==> config.mk <==
export PLATFORM = sky130hd
export DESIGN_NAME = swallow_div
export DESIGN_NICKNAME = d
export VERILOG_FILES = /design/src/rtl/swdiv_pkg.sv /design/src/rtl/swdiv_rst_sync.sv /design/src/rtl/swdiv_cfg.sv /design/src/rtl/swdiv_mcnt.sv /design/src/rtl/swdiv_acnt.sv /design/src/rtl/swallow_div.sv
export SDC_FILE = /design/constraint.sdc
export NUM_CORES = 1
export LEC_CHECK = 0
export BUFFER_PORTS_ARGS = -buffer_cell sky130_fd_sc_hd__buf_2
export CAP_MARGIN = 10
export CORE_AREA = 10 10 66 68
export DETAILED_ROUTE_END_ITERATION = 10
export DIE_AREA = 0 0 76 78
export PLACE_DENSITY = 0.79
export REMOVE_ABC_BUFFERS = 1
export SYNTH_ARGS = -nofsm -noshare
export SYNTH_HDL_FRONTEND = slang
export SYNTH_SLANG_ARGS = --single-unit
==> constraint.sdc <==
create_clock -name pclk -period 3.4 [get_ports pclk]
set_input_delay 1.02 -clock pclk [delete_from_list [all_inputs] [get_ports pclk]]
set_output_delay 1.02 -clock pclk [all_outputs]
set_load 0.01 [all_outputs]
==> src/rtl/swdiv_pkg.sv <==
package swdiv_pkg;
  localparam int unsigned SWDIV_AW = 4;
  localparam int unsigned SWDIV_MW = 15;
  localparam int unsigned SWDIV_SYNC = 2;

  typedef enum logic {
    MODE_WIDE   = 1'b0,
    MODE_NARROW = 1'b1
  } swdiv_mode_e;
endpackage

==> src/rtl/swdiv_rst_sync.sv <==
module swdiv_rst_sync #(
  parameter int unsigned STAGES = 2
) (
  input  logic clk,
  input  logic rst_n,
  output logic rst_q
);
  logic [STAGES-1:0] chain_q;
  logic [STAGES-1:0] chain_d;

  generate
    for (genvar i = 0; i < STAGES; i++) begin : g_stage
      if (i == 0) begin : g_first
        assign chain_d[i] = 1'b1;
      end else begin : g_next
        assign chain_d[i] = chain_q[i-1];
      end
    end
  endgenerate

  always_ff @(posedge clk or negedge rst_n) begin
    if (!rst_n) chain_q <= '0;
    else        chain_q <= chain_d;
  end

  assign rst_q = chain_q[STAGES-1];
endmodule

==> src/rtl/swdiv_cfg.sv <==
module swdiv_cfg #(
  parameter int unsigned AW = 4,
  parameter int unsigned MW = 15
) (
  input  logic          narrow,
  input  logic [AW-1:0] a_in,
  input  logic [MW-1:0] m_in,
  output logic [AW-1:0] a_eff,
  output logic [MW-1:0] m_eff,
  output logic          a_gt_m
);
  localparam int unsigned PADW = MW - AW;

  // top bit of A dropped in narrow mode
  generate
    for (genvar i = 0; i < AW; i++) begin : g_abit
      if (i == AW - 1) begin : g_top
        assign a_eff[i] = a_in[i] & ~narrow;
      end else begin : g_low
        assign a_eff[i] = a_in[i];
      end
    end
  endgenerate

  always_comb begin
    if (m_in == '0) m_eff = MW'(1);
    else            m_eff = m_in;
  end

  assign a_gt_m = {{PADW{1'b0}}, a_eff} > m_eff;
endmodule

==> src/rtl/swdiv_mcnt.sv <==
module swdiv_mcnt #(
  parameter int unsigned MW = 15
) (
  input  logic          clk,
  input  logic          rst_q,
  input  logic [MW-1:0] m_eff,
  output logic          ld,
  output logic          pulse
);
  logic [MW-1:0] m_cnt_q;
  logic [MW-1:0] m_cnt_d;
  logic          armed_q;
  logic          arm_en;

  // terminal count closes the division cycle and reloads
  assign ld = (m_cnt_q == '0);

  always_comb begin
    if (ld) m_cnt_d = m_eff - MW'(1);
    else    m_cnt_d = m_cnt_q - MW'(1);
  end

  assign arm_en = ~armed_q;

  always_ff @(posedge clk or negedge rst_q) begin
    if (!rst_q) begin
      m_cnt_q <= '0;
      armed_q <= 1'b0;
    end else begin
      m_cnt_q <= m_cnt_d;
      if (arm_en) armed_q <= 1'b1;
    end
  end

  // the post-reset load state is not a real terminal count
  assign pulse = ld & armed_q;
endmodule

==> src/rtl/swdiv_acnt.sv <==
module swdiv_acnt #(
  parameter int unsigned AW = 4
) (
  input  logic          clk,
  input  logic          rst_q,
  input  logic          ld,
  input  logic [AW-1:0] a_eff,
  input  logic          a_gt_m,
  output logic          mod_ctl,
  output logic          a_err,
  output logic [AW-1:0] a_cnt
);
  logic [AW-1:0] a_cnt_q;
  logic [AW-1:0] a_cnt_d;
  logic          a_en;
  logic          err_q;

  assign a_en = ld | (a_cnt_q != '0);

  always_comb begin
    if (ld) a_cnt_d = a_eff;
    else    a_cnt_d = a_cnt_q - AW'(1);
  end

  always_ff @(posedge clk or negedge rst_q) begin
    if (!rst_q) begin
      a_cnt_q <= '0;
      err_q   <= 1'b0;
    end else begin
      if (a_en) a_cnt_q <= a_cnt_d;
      if (ld)   err_q   <= a_gt_m;
    end
  end

  assign mod_ctl = (a_cnt_q != '0);
  assign a_err   = err_q;
  assign a_cnt   = a_cnt_q;

  // N+1 is only requested starting right after a capture edge
  assert_mod_rise_R4: assert property (@(posedge clk) disable iff (!rst_q)
    $rose(mod_ctl) |-> $past(ld))
    else $error("mod_ctl rose without a preceding capture");
endmodule

==> src/rtl/swallow_div.sv <==
module swallow_div
  import swdiv_pkg::*;
#(
  parameter int unsigned AW   = SWDIV_AW,
  parameter int unsigned MW   = SWDIV_MW,
  parameter int unsigned SYNC = SWDIV_SYNC
) (
  input  logic          pclk,
  input  logic          rst_n,
  input  logic [AW-1:0] a_val,
  input  logic [MW-1:0] m_val,
  input  logic          mode_n8,
  output logic          mod_ctl,
  output logic          div_pulse,
  output logic          a_err
);
  localparam logic [AW:0] NARROW_LIM = (AW+1)'(1) << (AW - 1);

  logic          rst_q;
  logic [AW-1:0] a_eff;
  logic [MW-1:0] m_eff;
  logic          a_gt_m;
  logic          ld;
  logic [AW-1:0] a_cnt;
  swdiv_mode_e   mode_sel;

  assign mode_sel = swdiv_mode_e'(mode_n8);

  swdiv_rst_sync #(.STAGES(SYNC)) u_rst (
    .clk   (pclk),
    .rst_n (rst_n),
    .rst_q (rst_q)
  );

  swdiv_cfg #(.AW(AW), .MW(MW)) u_cfg (
    .narrow (mode_sel == MODE_NARROW),
    .a_in   (a_val),
    .m_in   (m_val),
    .a_eff  (a_eff),
    .m_eff  (m_eff),
    .a_gt_m (a_gt_m)
  );

  swdiv_mcnt #(.MW(MW)) u_mcnt (
    .clk   (pclk),
    .rst_q (rst_q),
    .m_eff (m_eff),
    .ld    (ld),
    .pulse (div_pulse)
  );

  swdiv_acnt #(.AW(AW)) u_acnt (
    .clk     (pclk),
    .rst_q   (rst_q),
    .ld      (ld),
    .a_eff   (a_eff),
    .a_gt_m  (a_gt_m),
    .mod_ctl (mod_ctl),
    .a_err   (a_err),
    .a_cnt   (a_cnt)
  );

  // a pulse is followed by a non-pulse cycle unless M was 1
  assert_pulse_width_R6: assert property (@(posedge pclk) disable iff (!rst_q)
    div_pulse |=> (!div_pulse || $past(m_eff) == MW'(1)))
    else $error("div_pulse wider than one cycle");

  // the error flag only moves on a capture edge
  assert_err_stable_R7: assert property (@(posedge pclk) disable iff (!rst_q)
    !ld |=> $stable(a_err))
    else $error("a_err changed mid cycle");

  // a narrow-mode capture never loads more than three bits of A
  assert_narrow_a_R3: assert property (@(posedge pclk) disable iff (!rst_q)
    (ld && mode_n8) |=> ({1'b0, a_cnt} < NARROW_LIM))
    else $error("narrow mode loaded a wide A");

  // outputs are quiet while reset is held
  assert_reset_quiet_R9: assert property (@(posedge pclk)
    !rst_q |-> (!mod_ctl && !div_pulse && !a_err))
    else $error("outputs active in reset");
endmodule

==> results_dict.tcl, run 1 <==
set metrics [dict create \
    io_pins 25 \
    max_stage_delay_ns 0.53 \
    die_w_microns 76 \
    status "finished, final reports clean" \
    leakage_nw 0.817 \
    syn_area_per_cell_sq_um 8.49 \
    antenna_found_initial 0 \
    grt_max_degree 22 \
    wl_met3_microns 180 \
    worstMarginPinSlew_ns 0.837 \
    post-route-period-util 0.961 \
    area_delta_synth_final_pct 22.0 \
    drc 0 \
    drtAntennaViolNets 0 \
    ys_seq_area_frac 0.383 \
    synth_edf_count 0 \
    ys_ff_latch 23 \
    synth-warning-count 0 \
    maxUsedRoutingLayer "met4" \
    finalHoldViolCount 0 \
    power.density_nw_per_um2 374 \
    synthArstFlopShare 1.00 \
    clk_pin_slew_ns 0.14 \
    fmax_mhz 306 \
    wl_per_cell_microns 14.2 \
    wl_met2_mm 1.83 \
    clock-sinks 23 \
    final_common_cell "buf_2" \
    numPortBuffers 24 \
    critical_path_class "in -> reg" \
    synth_cell_types 42 \
    cts_hold_buf 0 \
    row_count 21 \
    synth_area_sq_um 1500 \
    cpMostUsedCell "or4_4" \
    cp-start-kind "primary input" \
    end_kind "flip-flop" \
    grt_overflow 0 \
    start_util 0.473 \
    worst_ep_arrival_time_ns 3.50 \
    cts_made_buffers 3 \
    placed_cell_area_sq_um 1790 \
    wirelength_mm 3.74 \
    synth_cells 177 \
    die_area_sq_um 5930 \
    drt-initial-drc-count 86 \
    fin_total_pwr_mw 0.685 \
    worstPathRequired_ns 3.63 \
    worstPathCellList "buf_2 -> or4_4 -> or4_4 -> nor2_2 -> a31o_2 -> a21oi_1 -> ha_1 -> nor4b_4 -> o311ai_1 -> nor2_1 -> o311a_1" \
    setup_viol 0 \
    place_congestion 0.895 \
    hpwlAfterDp_mm 2.94 \
    slew-limit-headroom 0.442 \
    viasPerCell 5.45 \
    postCtsResizedCells 0 \
    grt_pass1_wl_mm 6.33 \
    die_y_microns 78 \
    synth-main-ff-cell "dfrtp_1" \
    nNetsFinal 248 \
    fin_skew_ns 0.00705 \
    diodes 0 \
    drv_slew 0 \
    drive_above_1_share 0.266 \
    post_cts.repair.setup_buffers 0 \
    wl_met1_mm 1.68 \
    worst_hold_path_type "reg -> async" \
    vias 1440 \
    cts_root_buffer "clkbuf_4" \
    grt_pass1_vias 1431 \
    h-tree-depth 1 \
    first_pass_iters 4 \
    maxCapViolations 0 \
    rsz0062_at_grt "false" \
    cts_tree "done" \
    peakVddDrop_uv 201 \
    grt_usage 0.126 \
    path_max_fanout 4 \
    cp_slowest_cell "or4_4" \
    mostFrequentLayoutCells "buf_2 (24), dfrtp_1 (23), nand2_1 (21)" \
    min_period_ns 3.27 \
    final_area_sq_um 1830 \
    fp.coreArea_sq_um 3180 \
    clock_latency_ns 0.32 \
    clockBufferDepth 2 \
]
## Yosys cell counts, types with 2 or more instances
master | n | area [sq um]
xor2_1 | 5 | 43.8
or3b_2 | 2 | 17.5
nor2_1 | 13 | 48.8
inv_1 | 11 | 41.3
nor2b_1 | 3 | 18.8
nor4_1 | 4 | 25.0
or3_1 | 4 | 25.0
o21ai_0 | 12 | 60.1
nor3_1 | 7 | 35.0
dfrtp_1 | 23 | 576
xnor2_1 | 3 | 26.3
nand4_1 | 3 | 18.8
nor4_2 | 2 | 25.0
ha_1 | 7 | 87.6
nand2b_1 | 2 | 12.5
nand3_1 | 7 | 35.0
o31ai_1 | 2 | 15.0
o21ai_1 | 2 | 10.0
or4_4 | 2 | 22.5
nand2_1 | 21 | 78.8
clkbuf_1 | 3 | 11.3
a21oi_1 | 18 | 90.1
a32oi_1 | 2 | 17.5
## critical path, delay by kind of cell
family	cells	cell delay [ns]
AND/OR/NAND/NOR	5	1.43
AO/OA/AOI/OAI	4	0.71
buffers and inverters	1	0.10
adder cells (fa/ha/maj)	1	0.22
## final timing paths
path,to,cells after the start,slack [ns],startpoint
max in group asynchronous,u_mcnt.m_cnt_q[3]$_DFF_PN0_,0,2.53,u_rst.chain_q[1]$_DFF_PN0_
min in group pclk,u_rst.chain_q[1]$_DFF_PN0_,0,0.37,u_rst.chain_q[0]$_DFF_PN0_
worst max register to register,u_mcnt.m_cnt_q[12]$_DFF_PN0_,9,0.73,u_mcnt.m_cnt_q[4]$_DFF_PN0_
worst max-delay path,u_mcnt.m_cnt_q[10]$_DFF_PN0_,11,0.13,m_val[12]
worst min register to register,u_mcnt.m_cnt_q[4]$_DFF_PN0_,0,0.35,u_rst.chain_q[1]$_DFF_PN0_
worst min-delay path,u_mcnt.m_cnt_q[4]$_DFF_PN0_,0,0.35,u_rst.chain_q[1]$_DFF_PN0_
## sequential cells by signal, indices dropped and copies added, names as in the netlist
register        count
u_mcnt.m_cnt_q     15
u_acnt.a_cnt        4
u_rst.chain_q       2
u_acnt.a_err        1
u_mcnt.armed_q      1
## kinds of logic (layout without fill, tap and decap cells)
kind of cell    Yosys count  count (layout)  share of synthesized area
xor+xnor                  8               8                     0.0466
fa+ha+maj                 7               7                     0.0583
simple gates             80              80                      0.296
compound gates           43              43                      0.175
flops                    23              23                      0.383
buf+inv                  15              55                     0.0383
other cells               1               2                    0.00250
## routing by layer
layer,track usage,vias to the layer above
met1,0.153,677
met5,0,-
li1,-,720
met3,0.0230,6
met4,0.0455,0
met2,0.219,37
## through the flow
stage	worst slack (ns)	TNS, ns	hold WS, ns	util	instances
floorplan	-0.0849	-0.0849	0.267	-	174
global placement	-0.185	-0.602	0.335	0.562	260
detailed placement	-0.344	-1.00	0.342	0.562	260
CTS	0.000724	0	0.371	0.571	264
global route	0.00483	0	0.384	0.577	264
finish	0.134	0	0.350	0.577	264
## power breakdown
part,internal [mW],switching (mW),leakage [nW]
sequential,0.313,0.0392,0.274
combinational,0.0971,0.100,0.525
clock,0.0441,0.0910,0.0177
## final cells by class
type	instances	area, sq um
Timing Repair Buffer	40	240
Clock buffer	3	22.5
Sequential cell	23	576
Clock inverter	1	5.00
Fill cell	286	1350
Inverter	11	41.3
Multi-Input combinational cell	140	891
Tap cell	46	57.6
(Power assumes the default switching activity.)
==> inputs of run 2 (changes only) <==
- REMOVE_ABC_BUFFERS: 1 -> default
==> run 2 against run 1 <==
Against the previous run: combinational power grew 6%; non-clock buffer count is the same; clock skew is essentially flat; flip-flop and latch count is the same; utilization grew 0.83 points; sequential share of layout area shrank 0.44 points; sequential power is essentially flat; critical path type unchanged; critical endpoint unchanged; largest cell class unchanged; highest routed layer unchanged.
==> results_dict.tcl, run 2 (same netlist as run 1, synthesis figures left out) <==
set metrics [dict create \
    clock_latency_ns 0.32 \
    end_kind "flip-flop" \
    die_w_microns 76 \
    viasPerCell 5.48 \
    fp.coreArea_sq_um 3180 \
    critical_path_class "in -> reg" \
    worst_ep_arrival_time_ns 3.47 \
    numPortBuffers 24 \
    maxCapViolations 0 \
    status "finished, final reports clean" \
    mostFrequentLayoutCells "buf_2 (24), dfrtp_1 (23), nand2_1 (21)" \
    path_max_fanout 4 \
    finalHoldViolCount 0 \
    drtAntennaViolNets 0 \
    grt_overflow 0 \
    peakVddDrop_uv 157 \
    grt_pass1_vias 1470 \
    hpwlAfterDp_mm 2.93 \
    min_period_ns 3.26 \
    io_pins 25 \
    hold_slack_ns 0.354 \
    worstMarginPinSlew_ns 0.860 \
    slew-limit-headroom 0.427 \
    vias 1447 \
    cts_made_buffers 3 \
    grt_usage 0.125 \
    final_cells 264 \
    antenna_found_initial 0 \
    worst_hold_path_type "reg -> async" \
    power.density_nw_per_um2 369 \
    rsz0062_at_grt "false" \
    leakage_nw 0.816 \
    clk_pin_slew_ns 0.13 \
    post-place-ws_ns -0.198 \
    drc 0 \
    post_cts.repair.setup_buffers 0 \
    nNetsFinal 248 \
    fin_total_pwr_mw 0.686 \
    grt_max_degree 22 \
    dpl.cell_count 260 \
    largest_register "u_mcnt.m_cnt_q" \
    drive_above_1_share 0.275 \
    final_common_cell "buf_2" \
    h-tree-depth 1 \
    postCtsResizedCells 0 \
    clockBufferDepth 2 \
    wl_per_cell_microns 14.0 \
    cp-start-kind "primary input" \
    fill_cells 280 \
    post-route-period-util 0.959 \
    largest_register_ffs 15 \
    worstPathRequired_ns 3.61 \
    drt-initial-drc-count 91 \
    first_pass_iters 4 \
    diodes 0 \
    place_congestion 0.871 \
    final.setup.worst_slack_ns 0.140 \
    fin_skew_ns 0.00693 \
    cts_tree "done" \
    drv_slew 0 \
    die_area_sq_um 5930 \
    row_count 21 \
    area_delta_synth_final_pct 23.7 \
    clock-sinks 23 \
    start_util 0.473 \
    ff2ff_setup_slack_ns 0.74 \
    wirelength_mm 3.70 \
    setup_viol 0 \
    die_y_microns 78 \
    grt_pass1_wl_mm 6.35 \
    cts_root_buffer "clkbuf_4" \
    cts_hold_buf 0 \
    fmax_mhz 307 \
]
[run 2: final timing paths]
kind                       depth (start not counted)                   startpoint                           end
setup / recovery                                  11                    m_val[12]  u_mcnt.m_cnt_q[10]$_DFF_PN0_
hold / removal                                     0   u_rst.chain_q[1]$_DFF_PN0_   u_mcnt.m_cnt_q[4]$_DFF_PN0_
setup reg to reg                                   9  u_mcnt.m_cnt_q[4]$_DFF_PN0_  u_mcnt.m_cnt_q[12]$_DFF_PN0_
hold reg to reg                                    0   u_rst.chain_q[1]$_DFF_PN0_   u_mcnt.m_cnt_q[4]$_DFF_PN0_
max in group asynchronous                          0   u_rst.chain_q[1]$_DFF_PN0_   u_mcnt.m_cnt_q[7]$_DFF_PN0_
min in group pclk                                  0   u_rst.chain_q[0]$_DFF_PN0_    u_rst.chain_q[1]$_DFF_PN0_
[run 2: where the power goes]
part           switching [mW]  internal (mW)  total, mW  leakage, nW
clock network          0.0826         0.0459      0.128       0.0150
logic                   0.109         0.0996      0.208        0.527
registers              0.0366          0.313      0.350        0.274
[run 2: routing by layer]
metal	GRT usage	vias to the layer above	wire length (microns)
met5	0	-	0
li1	-	718	-
met2	0.226	46	1840
met4	0.0436	0	55
met1	0.140	674	1610
met3	0.0276	9	199
[run 2: through the flow]
stage	util	area, sq um	setup TNS [ns]
floorplan	-	1550	0
global placement	0.577	1830	-0.244
detailed placement	0.577	1830	-0.431
CTS	0.585	1860	0
global route	0.585	1860	0
finish	0.585	1860	0
[run 2: critical path: stages]
cell	delay, ns
buf_2	0.10
or4_4	0.53
or4_4	0.58
nor2_4	0.14
a31o_4	0.15
a21oi_2	0.06
ha_2	0.20
nor4b_4	0.14
o311ai_2	0.12
nor2_1	0.12
o311a_1	0.30
[run 2: cell type report]
class	count	area [sq um]	share of cell area
clock buffer	4	26.3	0.0141
inverter	11	41.3	0.0222
multi-input combinational	140	918	0.494
sequential	23	576	0.310
tap	46	57.6	0.0310
timing repair buffer	40	240	0.129
==> inputs of run 3 (changes only) <==
- ABC_AREA: default -> 1
- CORE_AREA: 10 10 66 68 -> 10 10 70 72
- DIE_AREA: 0 0 76 78 -> 0 0 80 82
- PLACE_DENSITY: 0.79 -> 0.77
==> run 3 against run 2 <==
Against the previous run: fmax rose by 19%; synthesized cell count increased by 33%; combinational power is 83% lower; global-route usage is 0.98 points lower; cell area is 0.88% higher; sequential power shrank 20%; power is 35% lower; sequential share of layout area is 0.27 points lower; clock skew shrank 0.0014 ns; wire length shrank 1.2%; critical endpoint is now div_pulse.
==> results_dict.tcl, run 3 <==
set metrics [dict create \
    cts_tree "done" \
    drtAntennaViolNets 0 \
    cts_hold_buf 0 \
    fp.coreArea_sq_um 3580 \
    r2r_end "u_mcnt.m_cnt_q[6]$_DFF_PN0_" \
    slew-limit-headroom 0.423 \
    p_sw_mw 0.109 \
    first_pass_iters 4 \
    rr_startpoint "u_mcnt.m_cnt_q[7]$_DFF_PN0_" \
    synthArstFlopShare 1.00 \
    end_kind "output port" \
    vias 1528 \
    status "finished, final reports clean" \
    viasPerCell 4.94 \
    fin_total_pwr_mw 0.446 \
    ff_latch_area_sq_um 576 \
    synth_top_cell_area_share 0.339 \
    synth_cell_types 26 \
    die_y_microns 82 \
    wirelength_mm 3.66 \
    fin_util 0.524 \
    maxCapViolations 0 \
    critical_path_class "reg -> out" \
    row_count 22 \
    drt-initial-drc-count 85 \
    final_cells 309 \
    io_pins 25 \
    largest_register_ffs 15 \
    grt_overflow 0 \
    leakage_nw 1.03 \
    worstPathRequired_ns 2.38 \
    synth_edf_count 0 \
    final_common_cell "nand2_1" \
    start_util 0.474 \
    die_area_sq_um 6560 \
    numPortBuffers 24 \
    min_period_ns 2.75 \
    clockBufferDepth 2 \
    worstPathCellList "nor2_2 -> nand2_2 -> nor2_8 -> nand2_4 -> nor2_1 -> buf_2" \
    fin_skew_ns 0.00551 \
    nNetsFinal 291 \
    diodes 0 \
    worst_hold_path_type "reg -> async" \
    cp_slowest_cell "dfrtp_1" \
    synth-main-ff-cell "dfrtp_1" \
    largest_register "u_mcnt.m_cnt_q" \
    post_cts.repair.setup_buffers 0 \
    fill_cells 357 \
    synth-warning-count 0 \
    wl_per_cell_microns 11.8 \
    clk_pin_slew_ns 0.13 \
    ff2ff_setup_slack_ns 1.30 \
    cts_root_buffer "clkbuf_4" \
    ys_seq_area_frac 0.339 \
    antenna_found_initial 0 \
    mostFrequentLayoutCells "nand2_1 (67), inv_1 (35), nor2_1 (30)" \
    power.density_nw_per_um2 238 \
    drv_slew 0 \
    clock-sinks 23 \
    worst_ep_arrival_time_ns 1.73 \
    cts_made_buffers 3 \
    finalHoldViolCount 0 \
    grt_max_degree 22 \
    setup_viol 0 \
    drc 0 \
    synth_top_area_cell "dfrtp_1" \
    worstMarginPinSlew_ns 0.865 \
    ys_ff_latch 23 \
    synth_cells 235 \
    clkPwrFrac 0.294 \
    synth_area_sq_um 1700 \
    grt_usage 0.115 \
    p_int_mw 0.337 \
    die_w_microns 80 \
    synth_common_cells "nand2_1 (67), inv_1 (35), nor2_1 (30), dfrtp_1 (23), nand3_1 (18)" \
    path_max_fanout 18 \
    syn_area_per_cell_sq_um 7.22 \
    h-tree-depth 1 \
    hpwlAfterDp_mm 2.88 \
    multi_input_area_sq_um 958 \
    cp-start-kind "flip-flop" \
    clock_latency_ns 0.31 \
    fmax_mhz 364 \
    fin_setup_tns_ns 0 \
    post-route-period-util 0.808 \
    critPathTopFamily "simple AND/OR/NAND/NOR gates" \
    yosys-top-cells-area "dfrtp_1 (34%), nand2_1 (15%), inv_1 (7.7%)" \
    peakVddDrop_uv 120 \
    reg2regPathDepth 10 \
    critPathBufInv 1 \
    combPwrFrac 0.078 \
    place_congestion 0.842 \
    p_seq_frac 0.628 \
    drive_above_1_share 0.184 \
    swShare 0.245 \
    dpl.cell_count 305 \
    max_stage_delay_ns 0.43 \
    area_delta_synth_final_pct 10.5 \
    grt_pass1_wl_mm 6.13 \
    grt_pass1_vias 1396 \
    rsz0062_at_grt "false" \
    synthMostInstantiatedCell "nand2_1" \
    postCtsResizedCells 0 \
]
-- run 3: cell types whose count changed after synthesis, moves of 5 or more --
cell and delta:
nand3b_1 +5, nand3_1 +11, o21ai_0 -9, nand2_1 +46, nand2_2 +5, a21oi_1 -15, nor2_2 +7, nor2_1 +17
inv_1 +24, nor3_1 -7
-- run 3: worst max path at each step --
stage / slack (ns) / start / endpoint / cells after the start
floorplan: 1.18 / m_val[14] / u_mcnt.m_cnt_q[10]$_DFF_PN0_ / 12
global placement: 0.92 / m_val[6] / u_mcnt.m_cnt_q[10]$_DFF_PN0_ / 13
detailed placement: 0.89 / m_val[6] / u_mcnt.m_cnt_q[10]$_DFF_PN0_ / 13
CTS: 0.65 / u_mcnt.m_cnt_q[7]$_DFF_PN0_ / div_pulse / 6
global route: 0.51 / u_mcnt.m_cnt_q[7]$_DFF_PN0_ / div_pulse / 6
finish: 0.65 / u_mcnt.m_cnt_q[7]$_DFF_PN0_ / div_pulse / 6
-- run 3: layout make-up --
| type | instances | share of cell area |
|---|---|---|
| multi-input cells | 174 | 0.511 |
| flip-flops and latches | 23 | 0.307 |
| clock buffers | 4 | 0.0140 |
| well taps | 48 | 0.0320 |
| repair buffers | 24 | 0.0640 |
| inverters | 36 | 0.0720 |
-- run 3: cells by family after synthesis --
family                   after synthesis  share of synthesized area
AND/OR/NAND/NOR                      148                      0.434
flip-flops                            23                      0.339
buffers and inverters                 39                     0.0981
XOR/XNOR                              10                     0.0516
adder cells (fa/ha/maj)                7                     0.0516
other                                  1                    0.00221
AO/OA/AOI/OAI                          7                     0.0229
-- run 3: metrics by stage --
stage | instance area [sq um] | worst slack, ns | hold WS, ns
2_1_floorplan | 1700 | 1.18 | 0.267
3_3_place_gp | 1850 | 0.916 | 0.335
3_5_place_dp | 1850 | 0.892 | 0.342
4_1_cts | 1880 | 0.652 | 0.369
5_1_grt | 1880 | 0.507 | 0.386
6_report | 1880 | 0.652 | 0.364
-- run 3: metal layers --
layer / track usage / vias up / wire length, microns / part of all wire
met1: 0.144 / 716 / 1640 / 0.45
met3: 0.0251 / 2 / 215 / 0.059
met4: 0.0387 / 0 / 44 / 0.012
met5: 0 / - / 0 / 0
met2: 0.191 / 30 / 1750 / 0.48
li1: - / 780 / - / -
-- run 3: power groups by stage --
stage	Clock, mW	Sequential, mW	Combinational (mW)
finish	0.131	0.280	0.0350
global route	0.146	0.282	0.0394
CTS	0.133	0.281	0.0347
detailed placement	0	0.286	0.0344
global placement	0	0.286	0.0341
floorplan	0	0.284	0.0144
